### config.mk
export PLATFORM = sky130hd
export DESIGN_NAME = addr_cfg_unit
export DESIGN_NICKNAME = d
export VERILOG_FILES = /design/src/rtl/addr_cfg_pkg.sv /design/src/rtl/addr_cfg_ctrl.sv /design/src/rtl/addr_cfg_regs.sv /design/src/rtl/addr_cfg_unit.sv
export SDC_FILE = /design/constraint.sdc
export NUM_CORES = 1
export LEC_CHECK = 0
export BUFFER_PORTS_ARGS = -buffer_cell sky130_fd_sc_hd__buf_2
export CORE_MARGIN = 1.5
export CORE_UTILIZATION = 60
export DETAILED_ROUTE_END_ITERATION = 16
export MAX_ROUTING_LAYER = met4
export PLACE_DENSITY_LB_ADDON = 0.3
export RECOVER_POWER = 100
export SLEW_MARGIN = 20
export SYNTH_ARGS = -nofsm -noshare
export SYNTH_HDL_FRONTEND = slang
export SYNTH_SLANG_ARGS = --single-unit
### constraint.sdc
create_clock -name clk -period 3.2 [get_ports clk]
set_input_delay 0.16 -clock clk [delete_from_list [all_inputs] [get_ports clk]]
set_output_delay 0.16 -clock clk [all_outputs]
set_load 0.005 [all_outputs]
### src/rtl/addr_cfg_pkg.sv
package addr_cfg_pkg;
  localparam int ADDR_W   = 20;
  localparam int PAGE_W   = 8;
  localparam int OFF_W    = ADDR_W - PAGE_W;
  localparam int IO_W     = 6;
  localparam int NUM_MEM  = 4;                 // RAM, port 1, port 2, port 3
  localparam int NUM_SEL  = NUM_MEM + 2;       // plus ROM and I/O
  localparam int NUM_SLOT = 1 + 2 * NUM_MEM;
  localparam int SLOT_W   = $clog2(NUM_SLOT + 1);

  // release order and decode priority over memory modules
  localparam int REL_ORDER [NUM_MEM] = '{0, 2, 1, 3};
  localparam int DEC_ORDER [NUM_MEM] = '{0, 2, 1, 3};

  localparam logic [ADDR_W-1:0] ID_IO = 20'h00019;
  localparam logic [NUM_MEM-1:0][ADDR_W-1:0] ID_SIZE =
    {20'hFF001, 20'hFF007, 20'hFF005, 20'hFF003};
  localparam logic [NUM_MEM-1:0][ADDR_W-1:0] ID_BASE =
    {20'h000F2, 20'h000F8, 20'h000F6, 20'h000F4};
  localparam logic [ADDR_W:0] IO_RESET_BASE = {1'b1, {ADDR_W{1'b0}}};

  typedef struct packed {
    logic               clrAll;
    logic               wrIo;
    logic               relIo;
    logic [NUM_MEM-1:0] wrSize;
    logic [NUM_MEM-1:0] wrBase;
    logic [NUM_MEM-1:0] rel;
    logic               qry;
    logic [SLOT_W-1:0]  qrySlot;
  } cfg_strobe_t;
endpackage

### src/rtl/addr_cfg_ctrl.sv
module addr_cfg_ctrl
  import addr_cfg_pkg::*;
(
  input  logic               clk,
  input  logic               rst_n,
  input  logic               cmdConfig,
  input  logic               cmdUnconfig,
  input  logic               cmdReset,
  input  logic               cmdQuery,
  input  logic               ioCfg,
  input  logic [NUM_MEM-1:0] sizeCfg,
  input  logic [NUM_MEM-1:0] baseCfg,
  input  logic               matchIo,
  input  logic [NUM_MEM-1:0] matchMem,
  output cfg_strobe_t        strb,
  output logic               idValid
);
  logic [NUM_SLOT-1:0] pendVec;
  logic [SLOT_W-1:0]   pendIdx;
  logic                chainFull;
  logic                found;

  always_comb begin
    pendVec[0] = !ioCfg;
    for (int k = 0; k < NUM_MEM; k++) begin
      pendVec[2*k+1] = !sizeCfg[k];
      pendVec[2*k+2] = !baseCfg[k];
    end
  end

  always_comb begin
    pendIdx = SLOT_W'(NUM_SLOT);
    for (int i = NUM_SLOT - 1; i >= 0; i--)
      if (pendVec[i]) pendIdx = SLOT_W'(i);
  end

  assign chainFull = (pendVec == '0);

  always_comb begin
    strb         = '0;
    found        = 1'b0;
    strb.qry     = cmdQuery;
    strb.qrySlot = pendIdx;
    if (cmdReset) begin
      strb.clrAll = 1'b1;
    end else if (cmdConfig) begin
      if (!chainFull) begin
        if (pendIdx == '0) strb.wrIo = 1'b1;
        for (int k = 0; k < NUM_MEM; k++) begin
          if (pendIdx == SLOT_W'(2*k+1)) strb.wrSize[k] = 1'b1;
          if (pendIdx == SLOT_W'(2*k+2)) strb.wrBase[k] = 1'b1;
        end
      end
    end else if (cmdUnconfig) begin
      if (matchIo) begin
        strb.relIo = 1'b1;
      end else begin
        for (int j = 0; j < NUM_MEM; j++) begin
          if (!found && matchMem[REL_ORDER[j]]) begin
            strb.rel[REL_ORDER[j]] = 1'b1;
            found = 1'b1;
          end
        end
      end
    end
  end

  always_ff @(posedge clk or negedge rst_n) begin
    if (!rst_n) idValid <= 1'b0;
    else        idValid <= cmdQuery;
  end

  logic [NUM_SLOT-1:0] flagVec;
  assign flagVec = {baseCfg, sizeCfg, ioCfg};

  assert_fill_one_R1: assert property (@(posedge clk) disable iff (!rst_n)
    (cmdConfig && !cmdReset && !chainFull) |=>
      ($countones(flagVec) == $countones($past(flagVec)) + 1));

  assert_full_ignored_R1: assert property (@(posedge clk) disable iff (!rst_n)
    (cmdConfig && !cmdReset && chainFull) |=> $stable(flagVec));

  assert_release_bounded_R7: assert property (@(posedge clk) disable iff (!rst_n)
    (cmdUnconfig && !cmdConfig && !cmdReset) |=>
      (($countones(flagVec) <= $countones($past(flagVec))) &&
       ($countones(flagVec) + 2 >= $countones($past(flagVec)))));
endmodule

### src/rtl/addr_cfg_regs.sv
module addr_cfg_regs
  import addr_cfg_pkg::*;
(
  input  logic               clk,
  input  logic               rst_n,
  input  cfg_strobe_t        strb,
  input  logic [ADDR_W-1:0]  cmdData,
  input  logic [ADDR_W-1:0]  accAddr,
  output logic               ioCfg,
  output logic [NUM_MEM-1:0] sizeCfg,
  output logic [NUM_MEM-1:0] baseCfg,
  output logic               matchIo,
  output logic [NUM_MEM-1:0] matchMem,
  output logic [ADDR_W-1:0]  idData,
  output logic [NUM_SEL-1:0] selOneHot,
  output logic [ADDR_W-1:0]  selOffset
);
  function automatic logic pageHit(input logic [PAGE_W-1:0] p,
                                   input logic [PAGE_W-1:0] b,
                                   input logic [PAGE_W-1:0] s);
    return ((p ^ b) & ~s) == '0;
  endfunction

  logic [ADDR_W:0]    ioBase;
  logic [PAGE_W-1:0]  sizeMask [NUM_MEM];
  logic [PAGE_W-1:0]  basePage [NUM_MEM];
  logic [NUM_MEM-1:0] memHit;
  logic [ADDR_W-1:0]  memOff [NUM_MEM];
  logic               ioHit;
  logic [PAGE_W-1:0]  cmdPage, accPage;

  assign cmdPage = cmdData[ADDR_W-1 -: PAGE_W];
  assign accPage = accAddr[ADDR_W-1 -: PAGE_W];

  always_ff @(posedge clk or negedge rst_n) begin
    if (!rst_n) begin
      ioCfg  <= 1'b0;
      ioBase <= IO_RESET_BASE;
    end else if (strb.clrAll) begin
      ioCfg  <= 1'b0;
      ioBase <= IO_RESET_BASE;
    end else if (strb.wrIo) begin
      ioCfg  <= 1'b1;
      ioBase <= {1'b0, cmdData[ADDR_W-1:IO_W], {IO_W{1'b0}}};
    end else if (strb.relIo) begin
      ioCfg  <= 1'b0;
    end
  end

  assign ioHit   = ioCfg && !ioBase[ADDR_W] &&
                   (accAddr[ADDR_W-1:IO_W] == ioBase[ADDR_W-1:IO_W]);
  assign matchIo = ioCfg && !ioBase[ADDR_W] &&
                   (cmdData[ADDR_W-1:IO_W] == ioBase[ADDR_W-1:IO_W]);

  for (genvar k = 0; k < NUM_MEM; k++) begin : g_mem
    logic              szCfg, bsCfg;
    logic [PAGE_W-1:0] mask, base, effBase;

    always_ff @(posedge clk or negedge rst_n) begin
      if (!rst_n) begin
        szCfg <= 1'b0;
        bsCfg <= 1'b0;
        mask  <= '0;
        base  <= '0;
      end else if (strb.clrAll) begin
        szCfg <= 1'b0;
        bsCfg <= 1'b0;
        mask  <= '0;
        base  <= '0;
      end else begin
        if (strb.wrSize[k]) begin
          szCfg <= 1'b1;
          mask  <= cmdPage ^ {PAGE_W{1'b1}};
        end
        if (strb.wrBase[k]) begin
          bsCfg <= 1'b1;
          base  <= cmdPage;
        end
        if (strb.rel[k]) begin
          szCfg <= 1'b0;
          bsCfg <= 1'b0;
        end
      end
    end

    assign effBase     = base & ~mask;
    assign sizeCfg[k]  = szCfg;
    assign baseCfg[k]  = bsCfg;
    assign sizeMask[k] = mask;
    assign basePage[k] = base;
    assign memHit[k]   = bsCfg && pageHit(accPage, base, mask);
    assign matchMem[k] = bsCfg && pageHit(cmdPage, base, mask);
    assign memOff[k]   = (accAddr - {effBase, {OFF_W{1'b0}}}) &
                         {mask, {OFF_W{1'b1}}};
  end

  // access decode by fixed priority
  logic taken;
  always_comb begin
    selOneHot = '0;
    selOffset = accAddr;
    taken     = ioHit;
    if (ioHit) begin
      selOneHot[1] = 1'b1;
      selOffset    = {{(ADDR_W-IO_W){1'b0}}, accAddr[IO_W-1:0]};
    end
    for (int j = 0; j < NUM_MEM; j++) begin
      if (!taken && memHit[DEC_ORDER[j]]) begin
        selOneHot[DEC_ORDER[j] + 2] = 1'b1;
        selOffset = memOff[DEC_ORDER[j]];
        taken     = 1'b1;
      end
    end
    if (!taken) selOneHot[0] = 1'b1;
  end

  // identify code for the pending slot
  logic [ADDR_W-1:0] idNext;
  always_comb begin
    idNext = '0;
    if (strb.qrySlot == '0) idNext = ioBase[ADDR_W-1:0] ^ ID_IO;
    for (int k = 0; k < NUM_MEM; k++) begin
      if (strb.qrySlot == SLOT_W'(2*k+1))
        idNext = {sizeMask[k], {OFF_W{1'b0}}} ^ ID_SIZE[k];
      if (strb.qrySlot == SLOT_W'(2*k+2))
        idNext = {basePage[k], {OFF_W{1'b0}}} ^ ID_BASE[k];
    end
  end

  always_ff @(posedge clk or negedge rst_n) begin
    if (!rst_n)        idData <= '0;
    else if (strb.qry) idData <= idNext;
  end

  assert_sel_onehot_R5: assert property (@(posedge clk) disable iff (!rst_n)
    $countones(selOneHot) == 1);

  assert_io_offset_R6: assert property (@(posedge clk) disable iff (!rst_n)
    selOneHot[1] |-> (selOffset < (1 << IO_W)));

  assert_reset_clears_R9: assert property (@(posedge clk) disable iff (!rst_n)
    strb.clrAll |=> (!ioCfg && sizeCfg == '0 && baseCfg == '0 &&
                     ioBase == IO_RESET_BASE));

  assert_full_code_R8: assert property (@(posedge clk) disable iff (!rst_n)
    (strb.qry && strb.qrySlot == SLOT_W'(NUM_SLOT)) |=> (idData == '0));

  assert_base_needed_R10: assert property (@(posedge clk) disable iff (!rst_n)
    (baseCfg == '0) |-> (selOneHot[NUM_SEL-1:2] == '0));
endmodule

### src/rtl/addr_cfg_unit.sv
module addr_cfg_unit
  import addr_cfg_pkg::*;
(
  input  logic               clk,
  input  logic               rst_n,
  input  logic               cmdConfig,
  input  logic               cmdUnconfig,
  input  logic               cmdReset,
  input  logic               cmdQuery,
  input  logic [ADDR_W-1:0]  cmdData,
  input  logic [ADDR_W-1:0]  accAddr,
  output logic [NUM_SEL-1:0] selOneHot,
  output logic [ADDR_W-1:0]  selOffset,
  output logic               idValid,
  output logic [ADDR_W-1:0]  idData
);
  cfg_strobe_t        strb;
  logic               ioCfg, matchIo;
  logic [NUM_MEM-1:0] sizeCfg, baseCfg, matchMem;

  addr_cfg_ctrl u_ctrl (
    .clk(clk), .rst_n(rst_n),
    .cmdConfig(cmdConfig), .cmdUnconfig(cmdUnconfig),
    .cmdReset(cmdReset), .cmdQuery(cmdQuery),
    .ioCfg(ioCfg), .sizeCfg(sizeCfg), .baseCfg(baseCfg),
    .matchIo(matchIo), .matchMem(matchMem),
    .strb(strb), .idValid(idValid)
  );

  addr_cfg_regs u_regs (
    .clk(clk), .rst_n(rst_n), .strb(strb),
    .cmdData(cmdData), .accAddr(accAddr),
    .ioCfg(ioCfg), .sizeCfg(sizeCfg), .baseCfg(baseCfg),
    .matchIo(matchIo), .matchMem(matchMem),
    .idData(idData), .selOneHot(selOneHot), .selOffset(selOffset)
  );
endmodule

; ---- After elaboration in Yosys (flattened, before gate mapping)
; Index checks and enable logic that the tools add are counted.
[word_totals]
inputBits = 46
output_inout_bits = 47
wordCells = 248
reg_bits = 115
[op_classes]
muxes = 117
addsub = 4
n_reduce_logical = 63
bitwise = 34
n_eq_ne = 10
[ops]
columns = op, n
row1 = $mux W20, 14
row2 = $mux W8, 18
row3 = $and A8 B8 Y8, 12
row4 = $and A20 B20 Y20, 4
row5 = $sub A20 B20 Y20, 4
row6 = $mux W1, 71
row7 = $logic_not A8 Y1, 8
row8 = $xor A8 B8 Y8, 8
row9 = $mux W4, 11
row10 = $mux W21, 2
row11 = $not A8 Y8, 5
row12 = $eq A14 B14 Y1, 2
row13 = $reduce_bool A3 Y1, 9
row14 = $not A10 Y10, 2
row15 = $logic_and A1 B1 Y1, 18
row16 = $reduce_bool A2 Y1, 9
row17 = $logic_not A1 Y1, 17
row18 = $eq A4 B3 Y1 const B, 4
row19 = $mux W14, 1
row20 = $not A11 Y11, 1
row21 = $logic_not A9 Y1, 1
row22 = $not A9 Y9, 1
row23 = $eq A4 B2 Y1 const B, 2
row24 = $eq A4 B1 Y1 const B, 1
row25 = 3 further kinds, 3

; ---- Depth between registers and ports, before layout
[logic_depth]
depth_word = 33
mapped_depth = 11
ltp_nobuf = 10

; ---- By module
; From an unflattened synthesis, not the netlist that was laid out.
[hier_totals]
hier_cells = 939
area_unflattened_um2 = 8136.6
[modules_own_cells]
columns = mod, n_inst, seq_area_each_um2, cells_per_inst, area_per_inst_um2
row1 = addr_cfg_regs, 1, 2703.8, 902, 7842.5
row2 = addr_cfg_ctrl, 1, 25.0, 37, 294.0

; ---- Least setup slack after synthesis
; No wires, ideal clock.
[synth_path]
kind = flip-flop to output port
startpoint = register u_regs.g_mem[2].mask[0]
endpoint = output port selOffset[16]
n_path_buf = 0
setup_slack_ns = 0.690
t_required_ns = 3.040
path_stages_with_launch = 8
arrival_time_ns = 2.350
path_cell_list = dfrtp_1 -> nand3b_1 -> fa_1 -> a211oi_1 -> nor2_1 -> or4_1 -> a311o_1 -> o211ai_2
[synth_via]
elab_chain_cells = 12
elab_cells_between_ends = 17
classes_between = 1 x add/sub / 5 x mux / 4 x bitwise / 7 x reduce/logical
[synth_lines]
columns = item, line
row1 = start: declaration, addr_cfg_regs.sv:57  ; logic [PAGE_W-1:0] mask, base, effBase;
row2 = start signal: assignment, addr_cfg_regs.sv:73  ; mask <= cmdPage ^ {PAGE_W{1'b1}};
row3 = $not A8 Y8 *, "addr_cfg_regs.sv:21, addr_cfg_regs.sv:86"
row4 = "parallel branches: the longest is 10 deep, another holds $sub A20 B20 Y20", --
row5 = $mux W20 *, addr_cfg_regs.sv:108  ; if (!taken && memHit[DEC_ORDER[j]]) begin
row6 = end: declaration, addr_cfg_unit.sv:13  ; output logic [ADDR_W-1:0] selOffset,
; Every way passes the cells marked *.

; ---- Worst setup path after layout
[layout_path]
startpoint = register u_regs.g_mem[2].base[4]
endpoint = output port selOffset[16]
[layout_via]
elab_chain_cells = 12
elab_cells_between_ends = 17
classes_between = 1 x add/sub / 5 x mux / 4 x bitwise / 7 x reduce/logical
[layout_lines]
columns = item, line
row1 = start: declaration, addr_cfg_regs.sv:57
row2 = start signal: assignment, addr_cfg_regs.sv:77  ; base <= cmdPage;
row3 = "parallel branches: the longest is 11 deep, another holds $sub A20 B20 Y20", --
row4 = $mux W20 *, addr_cfg_regs.sv:108
; Marks and branches as above.

==> results.md <==
Cells and area:
- At the end of the flow, the number of nets in the layout was 1086.
- From synthesis to final layout, the design area changed by 9.55%.
- The post-route cell area is 8660 µm².
- The total inserted antenna cells is 0.
- The post-route netlist has 11.7% of its cells at a drive strength greater than 1.
- The filler cell count is 1099.
- The library cell used most frequently in the layout, excluding fill and tap cells, is sky130_fd_sc_hd__nor2_1.
- In the layout the commonest cells are 112 x sky130_fd_sc_hd__nor2_1, 110 x sky130_fd_sc_hd__a21oi_1, 106 x sky130_fd_sc_hd__dfrtp_1, 102 x sky130_fd_sc_hd__nand2_1, 66 x sky130_fd_sc_hd__xnor2_1.

Power:
- The worst-case IR drop observed on VDD is 283 µV.
- The total power density per cell area is 361 nW/µm².
- The analysis attributes to cell leakage a power of 0.00364 µW.
- The completed layout was analyzed and its total power is 3120 µW.

Critical path:
- The worst setup path is captured at a primary output.
- The critical path in this run is classified as flip-flop to primary output.
- The critical path launch point type is a flip-flop.
- The data required time at the worst endpoint is 3.04 ns.
- STA puts the critical path data arrival time at 2.95 ns.
- The critical-path maximum fanout is 5.

Route:
- After detailed routing, the total wire length is 24200 µm.
- In the routed design, unresolved DRC markers number 0.
- Using the TritonRoute via totals, the vias-per-cell ratio works out to 6.26.
- The average wire per cell in the routed design is 20.4 µm.
- The first detailed-routing pass took 6 iterations.
- The first routing iteration left 794 violations.
- Summing over every cut layer, the via total after detailed routing is 7440.
- The count of antenna-violating nets left after detailed routing is 0.

STA:
- At the pin with the least slew margin, the transition time is 1.75 ns.
- The count of final setup violators is 0.
- In the post-route analysis, the smallest setup slack over all paths is 0.0918 ns.
- The final hold violation count is 0.
- The sum of negative setup slack is 0 ns.
- The final-report max-slew violation count came to 68.
- The time the final worst path needs with I/O delays and setup is 3.11 ns.
- The upper clock frequency limit is 0.322 GHz.
- The worst path uses 97.1% of the clock period.
- The worst max-slew margin expressed relative to the limit is -16.7%.
- The maximum clock skew at final layout is 0.00843 ns.

Logic synthesis:
- The Yosys step of the flow raised 0 warnings.
- The distinct cell type count of the synthesized netlist is 65.
- After technology mapping, the gate count stands at 969.
- Sorting the synthesized cells by area gives the leading types as sky130_fd_sc_hd__dfrtp_1 34%, sky130_fd_sc_hd__xnor2_1 7.3%, sky130_fd_sc_hd__a21oi_1 7.1%.
- The flip-flop and latch count after synthesis is 109.
- The cell taking the most area after synthesis is sky130_fd_sc_hd__dfrtp_1.
- The area of the mapped netlist is 7900 µm².
- In this run the biggest area consumer among cell types represents 34.2% of the synthesized area.
- Counting flops with a built-in enable in the synthesized netlist gives 0.
- The number of nets in the synthesized netlist is 1043.
- The average cell area after synthesis is 8.15 µm².
- In the synthesized netlist the dominant register cell turns out to be sky130_fd_sc_hd__dfrtp_1.
- Of all flip-flops after synthesis, the portion carrying an async set or reset was 100%.
- For this run, the register share of the synthesized area comes to 34.5%.

Placed design:
- Prior to clock tree synthesis, the placed netlist has a worst setup slack of 0.392 ns.
- The count of buffers inserted at the top-level ports is 74.
- The post-place instance area is 8340 µm².
- The final RePlAce weighted congestion is 0.945.
- The detailed placer's ending HPWL is 17600 µm.

CTS:
- The later pin in the worst-skew pair is clocked with a latency of 0.35 ns.
- The number of H-tree levels is 3.
- The number of buffers on the longest clock path is 2.
- The TritonCTS buffer count is 9.
- The TritonCTS sink count is 109.
- The root buffer cell chosen for the clock tree is sky130_fd_sc_hd__clkbuf_16.
- TritonCTS built the clock tree.
- The clock input transition at the sequential cells of the worst setup and hold paths is 0.07 ns.

GRT:
- The overall fraction of global-route tracks in use is 36.3%.
- The remaining global-route overflow is 0.
- The initial antenna violation count is 0.
- The pin count of the biggest net entering global routing is 68.
- The number of global-route vias before repair is 6986.
- The wire length of the first global-routing pass is 38300 µm.

Run:
- Max-cap violations in this run came to 1.

Outcome:
- The final reports fail on max-capacitance violations, max-slew violations.
- The flow ran to the end, but the final reports show violations.

Floorplanning:
- The floorplan step set the die width to 118 µm.
- The height of the die is 118 µm.
- After floorplanning, the core was sized to cover 12700 µm².
- The standard-cell row count is 41.
- For this configuration, the core starts out at a cell density of 62.1%.
- The die area is 13900 µm².
- The number of top-level pins is 93.

Min path:
- The kind of path behind the tightest hold check is input port to flip-flop.
-- critical path: stages (launching register included) --
cell                       delay (ns)
sky130_fd_sc_hd__dfrtp_1         0.45
sky130_fd_sc_hd__xor2_1          0.18
sky130_fd_sc_hd__a222oi_1        0.45
sky130_fd_sc_hd__nand4_2         0.26
sky130_fd_sc_hd__or4_1           0.57
sky130_fd_sc_hd__a311o_1         0.37
sky130_fd_sc_hd__o211ai_2        0.17
sky130_fd_sc_hd__buf_2           0.13
-- per-layer routing --
metal / track usage (%) / share of wire (%) / vias to the layer above / wire length, µm
met4: 16.8 / 5.1 / 0 / 1240
met3: 5.62 / 8.2 / 93 / 1970
li1: - / - / 3428 / -
met5: - / 0 / - / 0
met1: 47.9 / 40 / 3517 / 9780
met2: 55.3 / 46 / 402 / 11200
-- worst paths after layout --
kind / from / endpoint / slack, ns / cells past startpoint
setup / recovery: u_regs.g_mem[2].base[4] / selOffset[16] / 0.09 / 7
setup reg to reg: u_regs.g_mem[0].szCfg / u_regs.idData[16] / 0.43 / 6
hold / removal: cmdData[6] / u_regs.ioBase[6] / 0.05 / 3
min in group asynchronous: rst_n / u_regs.g_mem[3].mask[1] / 0.79 / 2
hold reg to reg: u_regs.idData[5] / u_regs.idData[5] / 0.49 / 2
max in group asynchronous: rst_n / u_regs.g_mem[1].base[3] / 0.84 / 3
-- Yosys cell counts (8+ instances only) --
cell,n
sky130_fd_sc_hd__a21oi_1,112
sky130_fd_sc_hd__a221oi_1,14
sky130_fd_sc_hd__a31oi_1,8
sky130_fd_sc_hd__and2_1,11
sky130_fd_sc_hd__buf_4,9
sky130_fd_sc_hd__clkbuf_1,53
sky130_fd_sc_hd__dfrtp_1,108
sky130_fd_sc_hd__ha_1,24
sky130_fd_sc_hd__inv_1,37
sky130_fd_sc_hd__mux2i_1,19
sky130_fd_sc_hd__nand2_1,102
sky130_fd_sc_hd__nand2b_1,24
sky130_fd_sc_hd__nand3_1,20
sky130_fd_sc_hd__nand3b_1,8
sky130_fd_sc_hd__nor2_1,111
sky130_fd_sc_hd__nor3_1,11
sky130_fd_sc_hd__o211ai_1,8
sky130_fd_sc_hd__o21ai_0,44
sky130_fd_sc_hd__o22ai_1,25
sky130_fd_sc_hd__xnor2_1,66
sky130_fd_sc_hd__xor2_1,48
-- area by class of cell --
class	instances	area [µm²]	area share (%)
Clock buffer	11	233	2.69
Tap cell	172	215	2.49
Multi-Input combinational cell	750	4710	54.5
Sequential cell	109	2730	31.6
Inverter	38	143	1.65
Timing Repair Buffer	104	562	6.49
Clock inverter	5	58.8	0.679
-- power breakdown --
group	internal [µW]	switching, µW
logic	208	328
clock network	610	515
registers	1420	44.4
-- kinds of logic after synthesis --
logic type | share of synthesized area (%)
AO/OA/AOI/OAI | 20.0
XOR/XNOR | 12.6
adder cells (fa/ha/maj) | 4.81
buffers and inverters | 6.21
flip-flops | 34.5
multiplexers | 2.41
AND/OR/NAND/NOR | 19.4
-- flip-flops by register name, indices dropped and copies added (netlist names) --
signal and cells:
u_regs.g_mem.base 32, u_regs.g_mem.mask 32, u_regs.idData 20, u_regs.ioBase 15
u_regs.g_mem.bsCfg 4, u_regs.g_mem.szCfg 4, u_ctrl.idValid 1, u_regs.ioCfg 1
-- per-stage QoR --
step                util [%]  instances  hold WS [ns]
global route            68.0       1189        0.0590
detailed placement      65.5       1169         0.320
finish                  68.0       1189        0.0509
global placement        65.5       1169         0.320
floorplan                  -        969        -0.136
CTS                     67.9       1186        0.0500
-- repair_timing --
item	CTS	global route
gates resized for setup	0	12
endpoints found under the setup margin	0	8
hold buffers	1	0
setup buffers	0	3
endpoints found under the hold margin	64	0
Power figures use the tool's default switching activity.
